<file path="src/rtl/sync_sel_pkg.sv">
package sync_sel_pkg;
  typedef enum logic [1:0] {
    ST_IDLE = 2'd0,
    ST_MEAS = 2'd1,
    ST_PICK = 2'd2,
    ST_HOLD = 2'd3
  } sel_state_t;
endpackage

</file>
<file path="src/rtl/fail_counter.sv">
module fail_counter #(
  parameter int CNT_W = 8
) (
  input  logic             clk,
  input  logic             rst,
  input  logic             clr,
  input  logic             en,
  input  logic             pulse,
  output logic [CNT_W-1:0] count
);
  localparam logic [CNT_W-1:0] CMAX = {CNT_W{1'b1}};

  always_ff @(posedge clk) begin
    if (rst || clr) begin
      count <= '0;
    end else if (en && pulse && count != CMAX) begin
      count <= count + 1'b1;
    end
  end

  // a full counter stays full until cleared
  a_r8_saturate: assert property (@(posedge clk) disable iff (rst)
    (count == CMAX && !clr) |=> count == CMAX);
endmodule

</file>
<file path="src/rtl/window_timer.sv">
module window_timer #(
  parameter int WIN_W = 16
) (
  input  logic             clk,
  input  logic             rst,
  input  logic             load,
  input  logic [WIN_W-1:0] len,
  input  logic             run,
  output logic             expire
);
  logic [WIN_W-1:0] remain;

  always_ff @(posedge clk) begin
    if (rst) begin
      remain <= '0;
    end else if (load) begin
      remain <= (len == '0) ? WIN_W'(1) : len;
    end else if (run && remain != '0) begin
      remain <= remain - 1'b1;
    end
  end

  assign expire = run && (remain == WIN_W'(1));

  // the timer never sits at zero while the window is running
  a_r3_running_nonzero: assert property (@(posedge clk) disable iff (rst)
    (run && !load) |-> remain != '0);
endmodule

</file>
<file path="src/rtl/ratio_better.sv">
module ratio_better #(
  parameter int CNT_W = 8
) (
  input  logic [CNT_W-1:0] ea,
  input  logic [CNT_W-1:0] la,
  input  logic [CNT_W-1:0] eb,
  input  logic [CNT_W-1:0] lb,
  output logic             a_wins
);
  localparam int PW = 2 * CNT_W;
  logic [PW-1:0] lhs, rhs;
  logic          a_empty, b_empty;

  assign lhs     = PW'(ea) * PW'(lb);
  assign rhs     = PW'(eb) * PW'(la);
  assign a_empty = (ea == '0) && (la == '0);
  assign b_empty = (eb == '0) && (lb == '0);
  assign a_wins  = !a_empty && (b_empty || (lhs > rhs));
endmodule

</file>
<file path="src/rtl/sync_select_ctrl.sv">
module sync_select_ctrl #(
  parameter int NUM_SLICES = 4,
  parameter int CNT_W      = 8,
  parameter int WIN_W      = 16,
  localparam int SEL_W     = $clog2(NUM_SLICES)
) (
  input  logic                  clk,
  input  logic                  rst,
  input  logic                  start,
  input  logic [WIN_W-1:0]      win_len,
  input  logic [NUM_SLICES-1:0] early_fail,
  input  logic [NUM_SLICES-1:0] late_fail,
  output logic [SEL_W-1:0]      sel,
  output logic                  done,
  output logic [NUM_SLICES-1:0] slice_pd,
  output logic                  meas_pd
);
  import sync_sel_pkg::*;

  sel_state_t        state;
  logic              counting;
  logic              win_end;
  logic [CNT_W-1:0]  e_cnt [NUM_SLICES];
  logic [CNT_W-1:0]  l_cnt [NUM_SLICES];
  logic [SEL_W-1:0]  lead  [NUM_SLICES];

  assign counting = (state == ST_MEAS) && !start;

  window_timer #(.WIN_W(WIN_W)) u_timer (
    .clk(clk), .rst(rst), .load(start), .len(win_len),
    .run(counting), .expire(win_end)
  );

  for (genvar s = 0; s < NUM_SLICES; s++) begin : g_slice
    fail_counter #(.CNT_W(CNT_W)) u_early (
      .clk(clk), .rst(rst), .clr(start), .en(counting),
      .pulse(early_fail[s]), .count(e_cnt[s])
    );
    fail_counter #(.CNT_W(CNT_W)) u_late (
      .clk(clk), .rst(rst), .clr(start), .en(counting),
      .pulse(late_fail[s]), .count(l_cnt[s])
    );
  end

  // linear scan: a later slice replaces the leader only when strictly better
  assign lead[0] = '0;
  for (genvar s = 1; s < NUM_SLICES; s++) begin : g_scan
    logic s_wins;
    ratio_better #(.CNT_W(CNT_W)) u_cmp (
      .ea(e_cnt[s]), .la(l_cnt[s]),
      .eb(e_cnt[lead[s-1]]), .lb(l_cnt[lead[s-1]]),
      .a_wins(s_wins)
    );
    assign lead[s] = s_wins ? SEL_W'(s) : lead[s-1];
  end

  always_ff @(posedge clk) begin
    if (rst) begin
      state    <= ST_IDLE;
      sel      <= '0;
      done     <= 1'b0;
      slice_pd <= '0;
      meas_pd  <= 1'b1;
    end else if (start) begin
      state    <= ST_MEAS;
      done     <= 1'b0;
      slice_pd <= '0;
      meas_pd  <= 1'b0;
    end else begin
      case (state)
        ST_MEAS: if (win_end) state <= ST_PICK;
        ST_PICK: begin
          state    <= ST_HOLD;
          sel      <= lead[NUM_SLICES-1];
          done     <= 1'b1;
          meas_pd  <= 1'b1;
          slice_pd <= ~(NUM_SLICES'(1) << lead[NUM_SLICES-1]);
        end
        default: state <= state;
      endcase
    end
  end

  // a start drops done and powers everything up
  a_r2_start_wakes: assert property (@(posedge clk) disable iff (rst)
    start |=> (!done && slice_pd == '0 && !meas_pd));
  // exactly one slice stays powered, and it is the selected one
  a_r9_one_alive: assert property (@(posedge clk) disable iff (rst)
    done |-> ($countones(~slice_pd) == 1 && !slice_pd[sel] && meas_pd));
  // result holds until a new start
  a_r9_hold: assert property (@(posedge clk) disable iff (rst)
    (done && !start) |=> (done && $stable(sel) && $stable(slice_pd)));
  // done only rises out of the decision step
  a_r3_done_rise: assert property (@(posedge clk) disable iff (rst)
    $rose(done) |-> $past(state == ST_PICK));
endmodule

</file>
<file path="config.mk">
export PLATFORM = sky130hd
export DESIGN_NAME = sync_select_ctrl
export DESIGN_NICKNAME = d
export VERILOG_FILES = /design/src/rtl/sync_sel_pkg.sv /design/src/rtl/fail_counter.sv /design/src/rtl/window_timer.sv /design/src/rtl/ratio_better.sv /design/src/rtl/sync_select_ctrl.sv
export SDC_FILE = /design/constraint.sdc
export NUM_CORES = 1
export LEC_CHECK = 0
export ABC_AREA = 1
export BUFFER_PORTS_ARGS = -buffer_cell sky130_fd_sc_hd__buf_2
export CAP_MARGIN = 10
export CORE_MARGIN = 8
export CORE_UTILIZATION = 55
export CTS_CLUSTER_DIAMETER = 50
export DETAILED_ROUTE_END_ITERATION = 12
export HOLD_SLACK_MARGIN = 0.06
export PLACE_DENSITY = 0.77
export SYNTH_ARGS = -nofsm -noshare
export SYNTH_HDL_FRONTEND = slang
export SYNTH_HIERARCHICAL = 1
export SYNTH_SLANG_ARGS = --single-unit
</file>
<file path="constraint.sdc">
create_clock -name clk -period 22.5 [get_ports clk]
set_clock_uncertainty 0.1 [all_clocks]
set_input_delay 1.125 -clock clk [delete_from_list [all_inputs] [get_ports clk]]
set_output_delay 1.125 -clock clk [all_outputs]
set_load 0.03 [all_outputs]
</file>
After elaboration in Yosys (flattened, before gate mapping)
Index checks and enable logic that the tools add are counted.
{"block": "totals", "mem_count": 0, "reg_bits": 90, "romBits": 0, "in_bits": 27, "latchBits": 0, "elab_cells": 134, "ramBits": 0, "output_inout_bits": 8}
{"block": "op_classes", "bitwise": 4, "mux": 23, "reduce_logical": 58, "div_mod_pow": 0, "n_lt_le_gt_ge": 5, "n_eq_ne": 13, "n_addsub": 9, "mul": 6, "shift": 1}
{"cell": "8-bit logical NOT", "count": 12}
{"cell": "8-bit by 8-bit multiplier with 16-bit output", "count": 6}
{"cell": "8-bit by 1-bit adder with 8-bit output (second input constant)", "count": 8}
{"cell": "8-bit binary-select mux with 2-bit select", "count": 4}
{"cell": "8-bit two-way mux", "count": 8}
{"cell": "8-bit != test (second input constant)", "count": 8}
{"cell": "16-bit greater-than comparator", "count": 3}
{"cell": "16-bit two-way mux", "count": 3}
{"cell": "1-bit logical AND", "count": 28}
{"cell": "16-bit by 1-bit == test with 1-bit output (second input constant)", "count": 1}
{"cell": "16-bit logical NOT", "count": 1}
{"cell": "16-bit nonzero test", "count": 1}
{"cell": "16-bit by 1-bit subtractor with 16-bit output (second input constant)", "count": 1}
{"cell": "3-bit >= comparator (second input constant)", "count": 2}
{"cell": "2-bit two-way mux", "count": 3}
{"cell": "2-bit AND reduction", "count": 3}
{"cell": "2-bit nonzero test", "count": 3}
{"cell": "1-bit logical NOT", "count": 4}
{"cell": "1-bit logical OR", "count": 4}
{"cell": "1-bit two-way mux", "count": 4}
{"cell": "4-bit NOT", "count": 1}
{"cell": "2-bit case mux with 2 select lines", "count": 1}
{"cell": "1-bit by 2-bit left shift with 4-bit output (first input constant)", "count": 1}
{"cell": "3-bit by 2-bit != test with 1-bit output (second input constant)", "count": 1}
{"cell": "other kinds (8)", "count": 8}

Longest topological paths before layout
{"block": "depth", "ltp_word": 25, "ltp_mapped": 97, "depth_no_buf": 92}

By module
The synthesis kept the hierarchy.
{"module": "ratio_better at g_scan[3].u_cmp", "cells_each": 734, "seq_area_each_um2": 0.0, "area_per_inst_um2": 5014.8, "instances": 1}
{"module": "ratio_better at g_scan[2].u_cmp", "cells_each": 735, "seq_area_each_um2": 0.0, "area_per_inst_um2": 4969.8, "instances": 1}
{"module": "ratio_better at g_scan[1].u_cmp", "cells_each": 730, "seq_area_each_um2": 0.0, "area_per_inst_um2": 4949.7, "instances": 1}
{"module": "fail_counter", "cells_each": 63, "seq_area_each_um2": 160.2, "area_per_inst_um2": 437.9, "instances": 8}
{"module": "window_timer", "cells_each": 221, "seq_area_each_um2": 320.3, "area_per_inst_um2": 1266.2, "instances": 1}
{"module": "sync_select_ctrl", "cells_each": 147, "seq_area_each_um2": 200.2, "area_per_inst_um2": 814.5, "instances": 1}

Worst setup path after synthesis
OpenSTA, ideal clock, no wires.
{"block": "synth_timing", "path_type": "reg2reg", "startpoint": "reg g_slice[1].u_early.count[0]", "endpoint": "reg sel[0]", "path_slack_ps": 7871, "setup_ps": 64, "t_arrival_ps": 14465, "stages_incl_launch_ff": 87, "period_less_slack_ps": 14629, "n_path_buf": 6, "path_cell_list": "dfxtp_1 > clkbuf_1 > nand2_1 > fa_1 > fa_1 > inv_1 > fa_1 > inv_1 > fa_1 > inv_1 > ha_1 > nand2_1 > nand2_1 > a21oi_1 > nand2_1 > nand2_1 > nand3b_1 > xor2_1 > [51 not listed] > nand2_2 > nand2_1 > nand3_1 > nand2_1 > nand2_1 > ha_1 > nand2_1 > nor3_1 > nand2_1 > nand2_1 > nand2_1 > a21oi_1 > inv_1 > nand2_1 > nand2_1 > nand2_1 > nand2_1 > nor2_1"}
{"block": "synth_between", "elab_chain_cells": 23}
{"element": "from (decl)", "line": "fail_counter.sv:9", "source": "output logic [CNT_W-1:0] count"}
{"element": "from (signal assigned)", "line": "fail_counter.sv:17", "source": "count <= count + 1'b1;"}
{"element": "8-bit by 8-bit multiplier with 16-bit output or 8-bit logical NOT (tied branches)", "line": "ratio_better.sv:14, ratio_better.sv:16"}
{"element": "16-bit greater-than comparator or 1-bit logical AND (tied branches)", "line": "ratio_better.sv:18, ratio_better.sv:16"}
{"element": "1-bit logical OR or 1-bit logical NOT (tied branches)", "line": "ratio_better.sv:18", "source": "assign a_wins = !a_empty && (b_empty || (lhs > rhs));"}
{"element": "1-bit logical AND (*)", "line": "ratio_better.sv:18"}
{"element": "net g_scan[1].s_wins", "line": "sync_select_ctrl.sv:48", "source": "logic s_wins;"}
{"element": "1-bit two-way mux (*)", "line": "sync_select_ctrl.sv:54", "source": "assign lead[s] = s_wins ? SEL_W'(s) : lead[s-1];"}
{"element": "1-bit NOT with 3-bit output (not written as such) (*)", "line": "sync_select_ctrl.sv:51", "source": ".eb(e_cnt[lead[s-1]]), .lb(l_cnt[lead[s-1]]),"}
{"element": "8-bit binary-select mux with 2-bit select", "line": "sync_select_ctrl.sv:51"}
{"element": "[6 not listed]"}
{"element": "net g_scan[2].s_wins", "line": "sync_select_ctrl.sv:48"}
{"element": "[2 not listed]"}
{"element": "8-bit binary-select mux with 2-bit select", "line": "sync_select_ctrl.sv:51"}
{"element": "8-bit two-way mux (not written as such) (2 in series)", "line": "sync_select_ctrl.sv:51"}
{"element": "8-bit by 8-bit multiplier with 16-bit output (tied with other cells)", "line": "ratio_better.sv:14", "source": "assign lhs = PW'(ea) * PW'(lb);"}
{"element": "16-bit greater-than comparator or 1-bit logical AND (tied branches)", "line": "ratio_better.sv:18, ratio_better.sv:17"}
{"element": "1-bit logical OR (*)", "line": "ratio_better.sv:18"}
{"element": "1-bit logical AND (*)", "line": "ratio_better.sv:18"}
{"element": "net g_scan[3].s_wins", "line": "sync_select_ctrl.sv:48"}
{"element": "2-bit two-way mux (*)", "line": "sync_select_ctrl.sv:54"}
{"element": "to (signal assigned)", "line": "sync_select_ctrl.sv:74", "source": "sel <= lead[NUM_SLICES-1];"}
{"element": "to (decl)", "line": "sync_select_ctrl.sv:13", "source": "output logic [SEL_W-1:0] sel,"}
Mark *: on every way through the listed nets, which the timed path passes. The rest lies on a longest branch. The select of a mux whose other input is x is not followed.
A chain may end at the register's enable or synchronous reset.

Final worst setup path
{"block": "layout_timing", "startpoint": "reg g_slice[1].u_early.count[3]", "endpoint": "reg sel[0]"}
Same word-level chain as after synthesis.

==> impl_metrics.yaml <==
final_layout:
  layout-drive-gt1-share: 0.0562
  multi_input_area_um2: 15200
  final_common_cell: "inv_1"
  area_delta_synth_final_pct: 3.16
  n_antenna_cell: 0
  regArea_um2: 1800
  layout.nets: 3536
  final_cell_mix: "inv_1, nand2_1, ha_1"
  nFillCells: 3392
  final_area_um2: 21200
worst_setup_path:
  cpPeakStageDelay_ns: 0.85
  endpoint: "sel[0]$_SDFFE_PP0P_"
  reg2reg_slack_ns: 5.22
  crit_path_frequent_cell: "nand2_1"
  crit_path_start_kind: "flop"
  cp_data_required_time_ns: 22.71
  crit_fanout: 33
  cp_top_family: "adder cells"
  critPathLaunch: "g_slice[1].u_early/count[3]$_SDFFE_PP0P_"
  r2r_start: "g_slice[1].u_early/count[3]$_SDFFE_PP0P_"
  cp.buffers_inverters: 13
  crit_cells: 81
  rr_worst_depth: 81
  crit_slowest_cell: "a31oi_1"
  worst-setup-path-type: "flop to flop"
  reg2reg_to: "sel[0]$_SDFFE_PP0P_"
  cp-end-kind: "flop"
  crit_arrival_ns: 17.49
clocking:
  clock_path_buffers: 2
  cts_hold_buf: 0
  cts.sink_count: 90
  cts_tree: "built"
  clk_pin_slew_worst_paths_ns: 0.07
  h-tree-depth: 3
  cts_root_buf: "clkbuf_16"
  cts-resized-gates: 0
  cts_buffers: 9
  cts_setup_buffers: 0
  clk_latency_ns: 0.36
power_and_ir_drop:
  leakage_nw: 14.1
  vdd_drop_max_v: 0.0000352
  power_mw: 0.361
  powerDensity_nw_per_um2: 17.0
synthesis:
  synth_ff_type: "dfxtp_1"
  netlist_area_um2: 20500
  yosysTopAreaCellShare: 0.211
  netlist_instances: 3071
  synthArstFlopShare: 0
  synth-seq-cells: 90
  synth_edf_count: 0
  yosysUniqueCellTypes: 37
  synth.avg_cell_area_um2: 6.68
  yosysWarnings: 6
  yosysSeqAreaShare: 0.0878
  synth_top_cell_by_area: "fa_1"
  synth_nets: 3588
  netlist_top_cells_area: "fa_1, ha_1, inv_1"
drt:
  drt_first_iter_violations: 1255
  drc: 0
  vias: 18100
  viasPerCell: 5.17
  ant_nets: 0
  drtPass1Iterations: 6
  wl_per_cell_um: 13.7
  drt-total-wl_um: 47700
global_routing:
  grt_first_pass_wirelength_um: 83100
  first_global_vias: 18300
  overflow: 0
  antenna_found_initial: 0
  grt_usage: 0.221
  grt_max_degree: 34
floorplan:
  die_w_um: 209
  die_h_um: 209
  rows: 70
  core_area_um2: 36700
  die_area_um2: 43700
  ios: 35
  start_util: 0.559
outcome:
  status: "finished clean"
place:
  placed_area_um2: 20900
  gp_congestion: 0.886
  post-dp-hpwl_um: 39100
  portBuffers: 34
timing:
  slew_violations: 0
  layout_min_cycle_time_ns: 17.28
  finalCritPeriodShare: 0.768
  slew_headroom: 0.195
  holdWs_ns: 0.376
  worstMarginPinSlew_ns: 1.20
  hold_viol: 0
  setup_tns_ns: 0
  setup_violations: 0
  rsz0062_at_grt: "no"
  max_freq_mhz: 57.9
worst_hold_path:
  whs_path_depth: 2
  min_from: "meas_pd$_SDFFE_PP1P_"
  hp-class: "flop to flop"
job:
  maxCapViolCount: 0
==> flip-flops by register name, summed over array words and instances, names as in the netlist <==
register,cells
g_slice.u_late/count,32
state,2
u_timer/remain,16
meas_pd,1
slice_pd,4
sel,2
g_slice.u_early/count,32
done,1
==> power by group <==
part | internal (mW) | total, mW | switching, mW
combinational | 0.0159 | 0.0497 | 0.0338
clock | 0.0777 | 0.144 | 0.0658
sequential | 0.163 | 0.168 | 0.00501
total | 0.256 | 0.361 | 0.105
==> logic make-up after synthesis <==
kind of cell	Yosys count	synth area share
AOI/OAI and AO/OA	250	0.0688
xor gates and xnor gates	75	0.0320
adders and majority gates	490	0.378
buffers and inverters	923	0.172
DFF	90	0.0878
and+or+nand+nor	1243	0.261
==> cell usage after synthesis, types with 19 or more instances <==
cell / count
xor2_1: 50
ha_1: 274
nand2_1: 795
o21ai_0: 44
fa_1: 216
nand2_2: 28
nand3_1: 100
nor3_1: 32
a21oi_1: 129
inv_1: 801
nand4_1: 24
xnor2_1: 25
clkbuf_1: 78
dfxtp_1: 90
nor2_1: 184
nor4_1: 23
buf_2: 23
nand2_4: 19
==> through the flow <==
step	worst slack, ns	cells	utilization
after CTS	5.35	3492	0.577
after global routing	3.81	3492	0.577
after global placement	5.57	3476	0.569
final	5.22	3492	0.577
after detailed placement	5.38	3476	0.569
after floorplan	7.87	3071	-
==> area by class of cell <==
class	count	area share
multi-input cells	2058	0.717
inverters	816	0.145
flip-flops and latches	90	0.0851
well taps	468	0.0277
repair buffers	44	0.0116
clock buffers	10	0.0113
clock inverters	6	0.00201
==> worst min-delay path: stages, from the launching register on <==
cell     delay (ns)
dfxtp_1        0.33
a21oi_1        0.07
nand2_1        0.05
==> layer usage <==
| metal | share of wire | track usage | vias up | wire [µm] |
|---|---|---|---|---|
| li1 | - | - | 9030 | - |
| met1 | 0.44 | 0.287 | 8415 | 21200 |
| met2 | 0.48 | 0.383 | 542 | 22800 |
| met3 | 0.056 | 0.0214 | 80 | 2680 |
| met4 | 0.022 | 0.0705 | 0 | 1070 |
| met5 | 0 | 0 | - | 0 |
==> how the worst min path moves through the flow <==
stage	endpoint	slack, ns
final	meas_pd$_SDFFE_PP1P_	0.38
after global routing	meas_pd$_SDFFE_PP1P_	0.41
after CTS	meas_pd$_SDFFE_PP1P_	0.38
after detailed placement	meas_pd$_SDFFE_PP1P_	0.35
after global placement	meas_pd$_SDFFE_PP1P_	0.34
after floorplan	g_slice[3].u_early/count[7]$_SDFFE_PP0P_	0.35
Power figures use the tool's default switching activity.
